<file path="src/rtl/evc_pkg.sv">
package evc_pkg;
    // byte address width of the register port
    localparam int ADDR_W = 9;
    // register bank codes, taken from address bits [8:5]
    localparam logic [3:0] BK_FLAG  = 4'h0;
    localparam logic [3:0] BK_SET   = 4'h1;
    localparam logic [3:0] BK_CLR   = 4'h2;
    localparam logic [3:0] BK_MASK  = 4'h4;
    localparam logic [3:0] BK_MFLAG = 4'h5;
    localparam logic [3:0] BK_XMASK = 4'h6;
    localparam logic [3:0] BK_XFLAG = 4'h7;
    localparam logic [3:0] BK_ASRT  = 4'hE;
    localparam logic [ADDR_W-1:0] ASRT_ADDR = 9'h1C0;
endpackage

</file>
<file path="src/rtl/evc_decode.sv">
module evc_decode
    import evc_pkg::*;
#(
    parameter int NG = 4
) (
    input  logic              wr_en,
    input  logic [ADDR_W-1:0] addr,
    output logic [NG-1:0]     set_we,
    output logic [NG-1:0]     clr_we,
    output logic [NG-1:0]     mask_we,
    output logic [NG-1:0]     xmask_we,
    output logic              asrt_we,
    output logic [3:0]        bank,
    output logic [2:0]        grp,
    output logic              grp_ok
);
    always_comb begin
        bank     = addr[8:5];
        grp      = addr[4:2];
        grp_ok   = (int'(addr[4:2]) < NG) && (addr[1:0] == 2'b00);
        asrt_we  = wr_en && (addr == ASRT_ADDR);
        set_we   = '0;
        clr_we   = '0;
        mask_we  = '0;
        xmask_we = '0;
        for (int g = 0; g < NG; g++) begin
            if (wr_en && grp_ok && (grp == 3'(g))) begin
                set_we[g]   = (bank == BK_SET);
                clr_we[g]   = (bank == BK_CLR);
                mask_we[g]  = (bank == BK_MASK);
                xmask_we[g] = (bank == BK_XMASK);
            end
        end
    end
endmodule

</file>
<file path="src/rtl/evc_group.sv">
module evc_group #(
    parameter int W = 32
) (
    input  logic         clk,
    input  logic         rst_n,
    input  logic [W-1:0] hw_evt,
    input  logic         set_we,
    input  logic         clr_we,
    input  logic         mask_we,
    input  logic         xmask_we,
    input  logic [W-1:0] wdata,
    output logic [W-1:0] flag,
    output logic [W-1:0] mask,
    output logic [W-1:0] xmask,
    output logic [W-1:0] mflag,
    output logic [W-1:0] xflag,
    output logic         comb
);
    typedef struct packed {
        logic [W-1:0] flag;
        logic [W-1:0] mask;
        logic [W-1:0] xmask;
    } grp_st_t;

    grp_st_t st_d, st_q;

    always_comb begin
        st_d = st_q;
        if (clr_we) begin
            st_d.flag = st_q.flag & ~wdata;
        end
        // hardware events land after the clear, so they win a race
        st_d.flag = st_d.flag | hw_evt;
        if (set_we) begin
            st_d.flag = st_d.flag | wdata;
        end
        if (mask_we) begin
            st_d.mask = wdata;
        end
        if (xmask_we) begin
            st_d.xmask = wdata;
        end
    end

    always_ff @(posedge clk) begin
        if (!rst_n) begin
            st_q.flag  <= '0;
            st_q.mask  <= '1;
            st_q.xmask <= '1;
        end else begin
            st_q <= st_d;
        end
    end

    assign flag  = st_q.flag;
    assign mask  = st_q.mask;
    assign xmask = st_q.xmask;
    assign mflag = st_q.flag & ~st_q.mask;
    assign xflag = st_q.flag & ~st_q.xmask;
    assign comb  = |mflag;
endmodule

</file>
<file path="src/rtl/evc_bank.sv">
module evc_bank
    import evc_pkg::*;
#(
    parameter int NUM_GROUPS = 4,
    parameter int GROUP_W    = 32
) (
    input  logic                          clk,
    input  logic                          rst_n,
    input  logic [NUM_GROUPS*GROUP_W-1:0] evt_in,
    input  logic                          bus_wr,
    input  logic                          bus_rd,
    input  logic [ADDR_W-1:0]             bus_addr,
    input  logic [GROUP_W-1:0]            bus_wdata,
    output logic [GROUP_W-1:0]            bus_rdata,
    output logic [NUM_GROUPS-1:0]         comb_out,
    output logic                          asrt_pulse,
    output logic [GROUP_W-1:0]            asrt_value
);
    localparam int NG      = NUM_GROUPS;
    localparam int W       = GROUP_W;
    localparam int NUM_EVT = NG * W;

    typedef struct packed {
        logic [NG-1:0] prev;
        logic [W-1:0]  rdata;
        logic          pulse;
        logic [W-1:0]  aval;
    } top_st_t;

    top_st_t st_d, st_q;

    logic [NG-1:0]        set_we, clr_we, mask_we, xmask_we;
    logic                 asrt_we;
    logic [3:0]           bank;
    logic [2:0]           grp;
    logic                 grp_ok;
    logic [NUM_EVT-1:0]   hw_evt;
    logic [NG-1:0][W-1:0] flag_a, mask_a, xmask_a, mflag_a, xflag_a;
    logic [W-1:0]         rd_word;
    // observation taps for the bound checker
    logic [NG-1:0]        top_flag;
    logic [NG-1:0]        top_evt;
    logic [NG-1:0]        fb_flag;

    evc_decode #(.NG(NG)) u_dec (
        .wr_en    (bus_wr),
        .addr     (bus_addr),
        .set_we   (set_we),
        .clr_we   (clr_we),
        .mask_we  (mask_we),
        .xmask_we (xmask_we),
        .asrt_we  (asrt_we),
        .bank     (bank),
        .grp      (grp),
        .grp_ok   (grp_ok)
    );

    always_comb begin
        hw_evt = evt_in;
        // low event numbers are owned by the combiner feedback
        hw_evt[NG-1:0] = comb_out ^ st_q.prev;
    end

    for (genvar g = 0; g < NG; g++) begin : g_grp
        evc_group #(.W(W)) u_grp (
            .clk      (clk),
            .rst_n    (rst_n),
            .hw_evt   (hw_evt[g*W +: W]),
            .set_we   (set_we[g]),
            .clr_we   (clr_we[g]),
            .mask_we  (mask_we[g]),
            .xmask_we (xmask_we[g]),
            .wdata    (bus_wdata),
            .flag     (flag_a[g]),
            .mask     (mask_a[g]),
            .xmask    (xmask_a[g]),
            .mflag    (mflag_a[g]),
            .xflag    (xflag_a[g]),
            .comb     (comb_out[g])
        );
        assign top_flag[g] = flag_a[g][W-1];
        assign top_evt[g]  = evt_in[g*W + W-1];
        assign fb_flag[g]  = flag_a[0][g];
    end

    always_comb begin
        rd_word = '0;
        for (int g = 0; g < NG; g++) begin
            if (grp_ok && (grp == 3'(g))) begin
                case (bank)
                    BK_FLAG:  rd_word = flag_a[g];
                    BK_MASK:  rd_word = mask_a[g];
                    BK_MFLAG: rd_word = mflag_a[g];
                    BK_XMASK: rd_word = xmask_a[g];
                    BK_XFLAG: rd_word = xflag_a[g];
                    default:  rd_word = '0;
                endcase
            end
        end
    end

    always_comb begin
        st_d       = st_q;
        st_d.prev  = comb_out;
        st_d.pulse = asrt_we;
        if (bus_rd) begin
            st_d.rdata = rd_word;
        end
        if (asrt_we) begin
            st_d.aval = bus_wdata;
        end
    end

    always_ff @(posedge clk) begin
        if (!rst_n) begin
            st_q <= '0;
        end else begin
            st_q <= st_d;
        end
    end

    assign bus_rdata  = st_q.rdata;
    assign asrt_pulse = st_q.pulse;
    assign asrt_value = st_q.aval;
endmodule

</file>
<file path="config.mk">
export PLATFORM = sky130hd
export DESIGN_NAME = evc_bank
export DESIGN_NICKNAME = d
export VERILOG_FILES = /design/src/rtl/evc_pkg.sv /design/src/rtl/evc_decode.sv /design/src/rtl/evc_group.sv /design/src/rtl/evc_bank.sv
export SDC_FILE = /design/constraint.sdc
export NUM_CORES = 1
export LEC_CHECK = 0
export BUFFER_PORTS_ARGS = -buffer_cell sky130_fd_sc_hd__buf_2
export CAP_MARGIN = 20
export CORE_MARGIN = 5
export CORE_UTILIZATION = 25
export DETAILED_ROUTE_END_ITERATION = 7
export HOLD_SLACK_MARGIN = 0.02
export PLACE_DENSITY = 0.48
export SLEW_MARGIN = 5
export SYNTH_ARGS = -nofsm -noshare
export SYNTH_HDL_FRONTEND = slang
export SYNTH_HIERARCHICAL = 1
export SYNTH_SLANG_ARGS = --single-unit
</file>
<file path="constraint.sdc">
create_clock -name clk -period 4.9 [get_ports clk]
set_clock_uncertainty 0.05 [all_clocks]
set_input_delay 0.245 -clock clk [delete_from_list [all_inputs] [get_ports clk]]
set_output_delay 0.245 -clock clk [all_outputs]
set_load 0.02 [all_outputs]
</file>
Word level (Yosys, flattened, before mapping)
Cells that the tools add are included.
W data, S select, Z words.
{ "op_classes": {"magnitude_cmp": 1, "eq_ne": 10, "n_reduce_logical": 18, "n_mux": 32, "n_bitwise": 30} }
{ "op_table": {"columns": ["operator", "count"], "rows": [
  ["$pmux W32 S5", 4],
  ["$and A32 B32 Y32", 12],
  ["$mux W32", 12],
  ["$not A32 Y32", 9],
  ["$or A32 B32 Y32", 8],
  ["$reduce_or A32 Y1", 4],
  ["$eq A4 B3 Y1 const B", 4],
  ["$mux W1", 16],
  ["$logic_and A1 B1 Y1", 11],
  ["$eq A9 B9 Y1 const B", 1],
  ["$eq A3 B2 Y1 const B", 2],
  ["$eq A4 B1 Y1 const B", 1],
  ["$eq A4 B2 Y1 const B", 1],
  ["$logic_not A4 Y1", 1],
  ["$xor A4 B4 Y4", 1],
  ["$eq A3 B1 Y1 const B", 1],
  ["$logic_not A3 Y1", 1],
  ["$lt A3 B3 Y1 const B", 1],
  ["$logic_not A2 Y1", 1]
]} }
{ "totals": {"out_inout_bits": 69, "word_cells": 107, "regBits": 453} }

Logic depth before layout (Yosys ltp)
Gate-level depths: netlist (run 1).
{ "depth": {"ltp_word": 9, "depth_mapped": 10, "ltp_nobuf": 7} }

Hierarchy
Netlist (run 1), hierarchy kept.
{ "modules_own_cells": {"columns": ["module", "cells_each", "n_inst", "seq_area_each_um2", "area_each_um2"], "rows": [
  ["evc_group", 420, 4, 1921.8, 4117.7],
  ["evc_bank", 1080, 1, 1381.3, 8785.9],
  ["evc_decode", 37, 1, 0.0, 269.0]
]} }

Least setup slack after synthesis (run 1)
OpenSTA, ideal clock, no wires.
{ "synth_timing": {"kind": "input to register", "from": "input bus_addr[1]", "to": "register, netlist name g_grp[3].u_grp/flag[0]", "setup_slack_ns": 2.741, "cell_stages": 8, "t_arrival_ns": 1.985, "cell_sequence": "or4b_1 > buf_6 > buf_8 > nor3_1 > buf_2 > nand2_1 > a221oi_1 > nor2b_1"} }
{ "synth_via": {"elab_chain_cells": 9, "elab_cells_between_ends": 10, "cone_classes": "4 x mux; 2 x bitwise; 4 x reduce/logical"} }
{ "synth_lines": {"columns": ["element", "line", "text"], "rows": [
  ["start, declared", "evc_bank.sv:12", "input logic [ADDR_W-1:0] bus_addr,"],
  ["$logic_not A2 Y1 (*)", "evc_decode.sv:20", "grp_ok = (int'(addr[4:2]) < NG) && (addr[1:0] == 2'b00);"],
  ["$logic_and A1 B1 Y1 (*)", "evc_decode.sv:20", null],
  ["$logic_and A1 B1 Y1 (*) (2 in series)", "evc_decode.sv:27", "if (wr_en && grp_ok && (grp == 3'(g))) begin"],
  ["$mux W1 (*)", "evc_decode.sv:27", null],
  ["via clr_we[3]", "evc_bank.sv:32", "logic [NG-1:0] set_we, clr_we, mask_we, xmask_we;"],
  ["$mux W32 (*)", "evc_group.sv:29", "if (clr_we) begin"],
  ["$or A32 B32 Y32 (*)", "evc_group.sv:33", "st_d.flag = st_d.flag | hw_evt;"],
  ["$or A32 B32 Y32", "evc_group.sv:35", "st_d.flag = st_d.flag | wdata;"],
  ["$mux W32 (*)", "evc_group.sv:34", "if (set_we) begin"]
]} }
Mark *: on every way through the listed nets, which the timed path passes. The rest lies on a longest branch.
A chain may end at the register's enable or synchronous reset.

==> results of run 1 <==
metal layers:
metal,vias up,wire length (µm),GRT usage
met2,596,43700,0.274
li1,10400,-,-
met5,-,7,0
met3,116,5380,0.0288
met1,10500,49900,0.264
met4,2,2150,0.0401
what timing repair did:
item / 4_1_cts / 5_1_grt
hold buffers: 125 / 0
endpoints found under the hold margin: 159 / 0
buffers inserted: 0 / 0
flip-flops by register name (all words and copies together), names as in the netlist:
signal and cells:
asrt_pulse 1, asrt_value 32, bus_rdata 32, g_grp.u_grp/flag 128
g_grp.u_grp/mask 128, g_grp.u_grp/xmask 128, st_q 4
through the flow:
step	hold slack (ps)	std cells
finish	80.1	4395
global route	104	4394
CTS	44.9	4390
detailed placement	428	4165
global placement	419	4165
floorplan	323	2797
cells by family (layout without fill, tap and decap cells):
logic type	Yosys count	in the layout	share of synthesized area
XOR/XNOR	4	4	0.00137
multiplexers	489	489	0.194
AO/OA/AOI/OAI	528	528	0.158
AND/OR/NAND/NOR	1020	1020	0.221
buffers and inverters	303	528	0.0700
flip-flops	453	453	0.355
other	0	5	0
synth_stat cells, drive strengths merged, types with 16 or more instances:
master,instances
a2111oi,18
a211oi,36
buf,209
nor2,88
inv,16
a221oi,162
nor3,23
a22o,30
clkbuf,77
nor4,37
nor2b,396
nand2,424
o21ai,55
mux2,46
a21oi,76
o22ai,57
dfxtp,453
a22oi,28
mux2i,443
path summary, 6_finish.rpt:
| path | start | end |
|---|---|---|
| setup / recovery | g_grp[0].u_grp/flag[30] | comb_out[0] |
| hold / removal | bus_wdata[27] | asrt_value[27] |
| setup reg to reg | g_grp[0].u_grp/flag[30] | g_grp[0].u_grp/flag[0] |
| hold reg to reg | asrt_value[20] | asrt_value[20] |
critical path: stages (launching register included):
cell	delay, ps
dfxtp_1	340
nor2b_4	140
nor4_1	570
nand4_1	360
or2_1	370
buf_2	200
power by group:
group          total, mW  leakage (nW)  internal [mW]  switching [mW]
logic              0.874          6.20          0.364           0.511
clock network       4.28         0.922           2.52            1.76
registers           3.85          3.70           3.76          0.0892
area by class of cell:
| cell class | count | area [µm²] | share of cell area |
|---|---|---|---|
| diodes | 5 | 12.5 | 0.000412 |
| repair buffers | 411 | 2880 | 0.0947 |
| multi-input cells | 2041 | 14800 | 0.487 |
| well taps | 1368 | 1710 | 0.0563 |
| clock buffers | 79 | 1640 | 0.0539 |
| inverters | 17 | 63.8 | 0.00210 |
| clock inverters | 21 | 228 | 0.00749 |
| flip-flops and latches | 453 | 9070 | 0.298 |
==> run_results.csv, run 1 <==
group,metric,value,unit
sta,hold_viol_final,0,
clock_network,cts_num_sinks,453,
setup_path,cp.arrival,2620,ps
sta,slew_headroom,0.247,
clock_network,ctsRootBufferMaster,"clkbuf_16",
setup_path,critical_path.endpoint_type,"primary output",
setup_path,path_class,"flop to primary output",
synthesis,syn_nets,2970,
power,power,9.01,mW
clock_network,cts_tree,"built",
routing,dr.pass1.iters,7,
place,gpl.final_weighted_congestion,0.776,
finish,final_nets,3152,
floorplan,pin_count,242,
routing,drtIter0Drc,1808,
finish,utilization,0.299,
job,drv_cap,0,
place,placed_cell_area,27300,µm²
synthesis,synth_area_leaders,"dfxtp_1 36%, mux2i_1 17%, nor2b_1 8.6%",
setup_path,crit_fanout,4,
floorplan,die_h,330,µm
power,power_density,296,nW/µm²
floorplan,dieArea,109000,µm²
min_path,holdPathStages,3,
place,port_buffers,237,
synthesis,synth_area,25500,µm²
grt,grt_max_degree,164,
synthesis,synthFlopType,"dfxtp_1",
clock_network,clock_path_buffers,3,
clock_network,cts_max_level,2,
setup_path,crit_path_start_kind,"flop",
place,post-dp-hpwl,66900,µm
routing,postRouteAntennaNets,0,
synthesis,seq_area_frac_synth,0.355,
sta,finalMaxSlewViolations,0,
clock_network,insertion_delay,630,ps
sta,rsz0062_at_grt,"no",
grt,grt_pass1_wl,147000,µm
routing,avgViaCountPerCell,4.92,
synthesis,synth.top_cell.area_share,0.355,
floorplan,fp-row-count,117,
clock_network,cts-buffers-inserted,55,
setup_path,worst-r2r-cell-count,7,
min_path,hp-class,"input pin to flop",
grt,antenna_found_initial,6,
grt,grt_overflow_total,0,
finish,fill_cells,10800,
sta,min_period_over_period,0.595,
sta,finalSetupTns,0,ps
place,dp_slack,1540,ps
sta,tightestPinTransition,1130,ps
synthesis,synthArstFlopShare,0,
synthesis,synth_seq_cells,453,
synthesis,synth_cells,2797,
setup_path,cp_data_required_time,4610,ps
finish,area_delta_synth_final,19.1,%
routing,drc_errors,0,
synthesis,yosysWarnings,6,
floorplan,die_x,330,µm
routing,vias,21600,
synthesis,yosys.area.top_type,"dfxtp_1",
sta,fmaxAchievable,0.343,GHz
sta,setup_viol,0,
synthesis,syn_area_per_cell,9.13,µm²
grt,grt_usage,0.179,
clock_network,path_clk_slew,60,ps
routing,drt-total-wl,101000,µm
status,status,"finished, final reports clean",
synthesis,synth_edf_count,0,
sta,min_period,2910,ps
clock_network,cts_resized,0,
finish,drive_gt1_frac,0.178,
routing,wl_per_cell,23.0,µm
finish,fin_area,30400,µm²
floorplan,core,102000,µm²
finish,most-common-layout-cells,"453 x dfxtp_1, 443 x mux2i_1, 424 x nand2_1",
finish,final_common_cell,"dfxtp_1",
setup_path,r2r_slack,2500,ps
synthesis,synth_cell_types,68,
grt,grt_pass1_vias,20600,
power,ir_drop,0.000257,V
sta,fin_ws,1990,ps
floorplan,start_util,0.251,
power,power.leakage,10.8,nW
Power figures use the tool's default switching activity.
==> run 2, diff against run 1 <==
--- a/config.mk
+++ b/config.mk
@@ -11,7 +11,7 @@
 export CORE_UTILIZATION = 25
 export DETAILED_ROUTE_END_ITERATION = 7
 export HOLD_SLACK_MARGIN = 0.02
-export PLACE_DENSITY = 0.48
+export PLACE_DENSITY = 0.5
 export SLEW_MARGIN = 5
 export SYNTH_ARGS = -nofsm -noshare
 export SYNTH_HDL_FRONTEND = slang
==> constraint.sdc (replaced) <==
create_clock -name clk -period 2.6 [get_ports clk]
set_clock_uncertainty 0.05 [all_clocks]
set_input_delay 0.13 -clock clk [delete_from_list [all_inputs] [get_ports clk]]
set_output_delay 0.13 -clock clk [all_outputs]
set_load 0.02 [all_outputs]
==> run 2 against run 1 <==
Die area unchanged. Sequential power increased by 89%. Hold slack got worse by 16 ps. Combinational power increased by 120%. Critical path depth increased by 2. Clock-buffer cell count decreased by 2. Highest routed layer unchanged.
==> run_results.csv, run 2 (synthesis results as in run 1) <==
group,metric,value,unit
setup_path,cp_data_required_time,2420,ps
finish,area_delta_synth_final,27.7,%
sta,setup_viol,0,
grt,grt_overflow_total,0,
power,ir_drop,0.000447,V
place,dp_slack,179,ps
min_path,hp-class,"input pin to flop",
sta,min_period_over_period,0.965,
floorplan,die_x,330,µm
finish,top_regs,"g_grp.u_grp/flag (128), g_grp.u_grp/mask (128), g_grp.u_grp/xmask (128)",
routing,vias,22500,
sta,rsz0062_at_grt,"yes",
finish,drive_gt1_frac,0.192,
clock_network,cts_max_level,2,
place,place_inst,4239,
finish,fill_cells,10700,
clock_network,clock_path_buffers,3,
grt,grt_max_degree,123,
setup_path,critical_path.endpoint_type,"primary output",
floorplan,die_h,330,µm
sta,hold_ws,64.3,ps
routing,drc_errors,0,
setup_path,path_delay_family,"simple AND/OR/NAND/NOR gates",
grt,grt_usage,0.180,
setup_path,slowest_stage,"dfxtp_1",
sta,fmaxAchievable,0.399,GHz
clock_network,cts_num_sinks,453,
power,power_density,530,nW/µm²
routing,drtIter0Drc,1854,
setup_path,crit_fanout,4,
clock_network,insertion_delay,630,ps
setup_path,critPathMostFrequentCell,"buf_4",
finish,finalNonFillerCells,4593,
sta,min_period,2510,ps
grt,grt_pass1_wl,149000,µm
clock_network,cts_tree,"built",
sta,finalMaxSlewViolations,0,
finish,utilization,0.321,
floorplan,pin_count,242,
routing,avgViaCountPerCell,4.90,
setup_path,max_stage_delay,340,ps
place,port_buffers,237,
routing,dr.pass1.iters,6,
finish,final_nets,3351,
place,post-dp-hpwl,69300,µm
grt,antenna_found_initial,5,
floorplan,core,102000,µm²
place,gpl.final_weighted_congestion,0.812,
power,power,17.3,mW
status,status,"finished, final reports clean",
power,power.leakage,11.9,nW
routing,postRouteAntennaNets,0,
grt,grt_pass1_vias,21800,
setup_path,cp.arrival,2330,ps
sta,slew_headroom,0.543,
job,drv_cap,0,
floorplan,fp-row-count,117,
sta,tightestPinTransition,686,ps
floorplan,dieArea,109000,µm²
clock_network,ctsRootBufferMaster,"clkbuf_16",
clock_network,path_clk_slew,60,ps
floorplan,start_util,0.251,
setup_path,critPathBufInv,3,
routing,drt-total-wl,102000,µm
routing,wl_per_cell,22.1,µm
setup_path,crit_chain,"nor2b_1, nor4_2, buf_4, nand4_1, buf_4, or2_1, buf_2",
finish,final_common_cell,"dfxtp_1",
setup_path,crit_path_start_kind,"flop",
finish,most-common-layout-cells,"450 x dfxtp_1, 443 x mux2i_1, 424 x nand2_1",
clock_network,cts-buffers-inserted,53,
setup_path,path_class,"flop to primary output",
sta,hold_viol_final,0,
sta,fin_ws,92.2,ps
[run 2: cell count changes in the layout (fill, tap and decap cells not counted), moves of 4 or more]
cell           change
dlygate4sd3_1    +127
buf_4             +48
buf_12            +27
nor4_1             -5
nor4_2             +4
[run 2: worst paths after layout]
path	start	to	slack (ps)	cells after the start
worst max-delay path	g_grp[1].u_grp/flag[29]	comb_out[1]	90	7
worst min-delay path	bus_wdata[1]	asrt_value[1]	60	3
worst max register to register	g_grp[1].u_grp/flag[29]	g_grp[0].u_grp/flag[1]	480	9
worst min register to register	asrt_value[24]	asrt_value[24]	440	2
[run 2: worst register-to-register path: cells and delay by family, from the launching register on]
| family | cells | cell delay [ps] |
|---|---|---|
| xor+xnor | 1 | 170 |
| buf+inv | 2 | 340 |
| compound gates | 1 | 210 |
| flops | 1 | 340 |
| simple gates | 5 | 860 |
[run 2: routing by layer]
metal / track usage / up-vias / share of wire
met1: 0.263 / 11000 / 0.49
met2: 0.283 / 599 / 0.44
met4: 0.0364 / 2 / 0.018
li1: - / 10800 / -
met5: 0 / - / 0.00020
met3: 0.0262 / 98 / 0.053
[run 2: what timing repair did]
item | 4_1_cts | 5_1_grt
endpoints found under the setup margin | 2 | 3
pin swaps | 3 | 2
endpoints found under the hold margin | 378 | 0
buffers inserted | 1 | 1
hold buffers | 252 | 0
resized for setup | 12 | 6
[run 2: layout make-up]
| type | count | area [µm²] | share of cell area |
|---|---|---|---|
| well taps | 1368 | 1710 | 0.0525 |
| inverters | 17 | 63.8 | 0.00196 |
| repair buffers | 612 | 5050 | 0.155 |
| diodes | 4 | 10.0 | 0.000307 |
| clock inverters | 21 | 298 | 0.00913 |
| clock buffers | 77 | 1570 | 0.0480 |
| multi-input cells | 2041 | 14800 | 0.455 |
| flip-flops and latches | 453 | 9070 | 0.278 |
[run 2: where the power goes]
group          total (mW)  switching [mW]  internal (mW)
combinational        1.90            1.00          0.901
clock                8.11            3.24           4.87
sequential           7.26           0.171           7.09
[run 2: per-stage QoR]
stage / cell area [µm²] / TNS [ps]
final: 32600 / 0
after global routing: 32600 / -8.74
after CTS: 32600 / 0
after detailed placement: 28100 / 0
after global placement: 28100 / 0
after floorplan: 25500 / 0
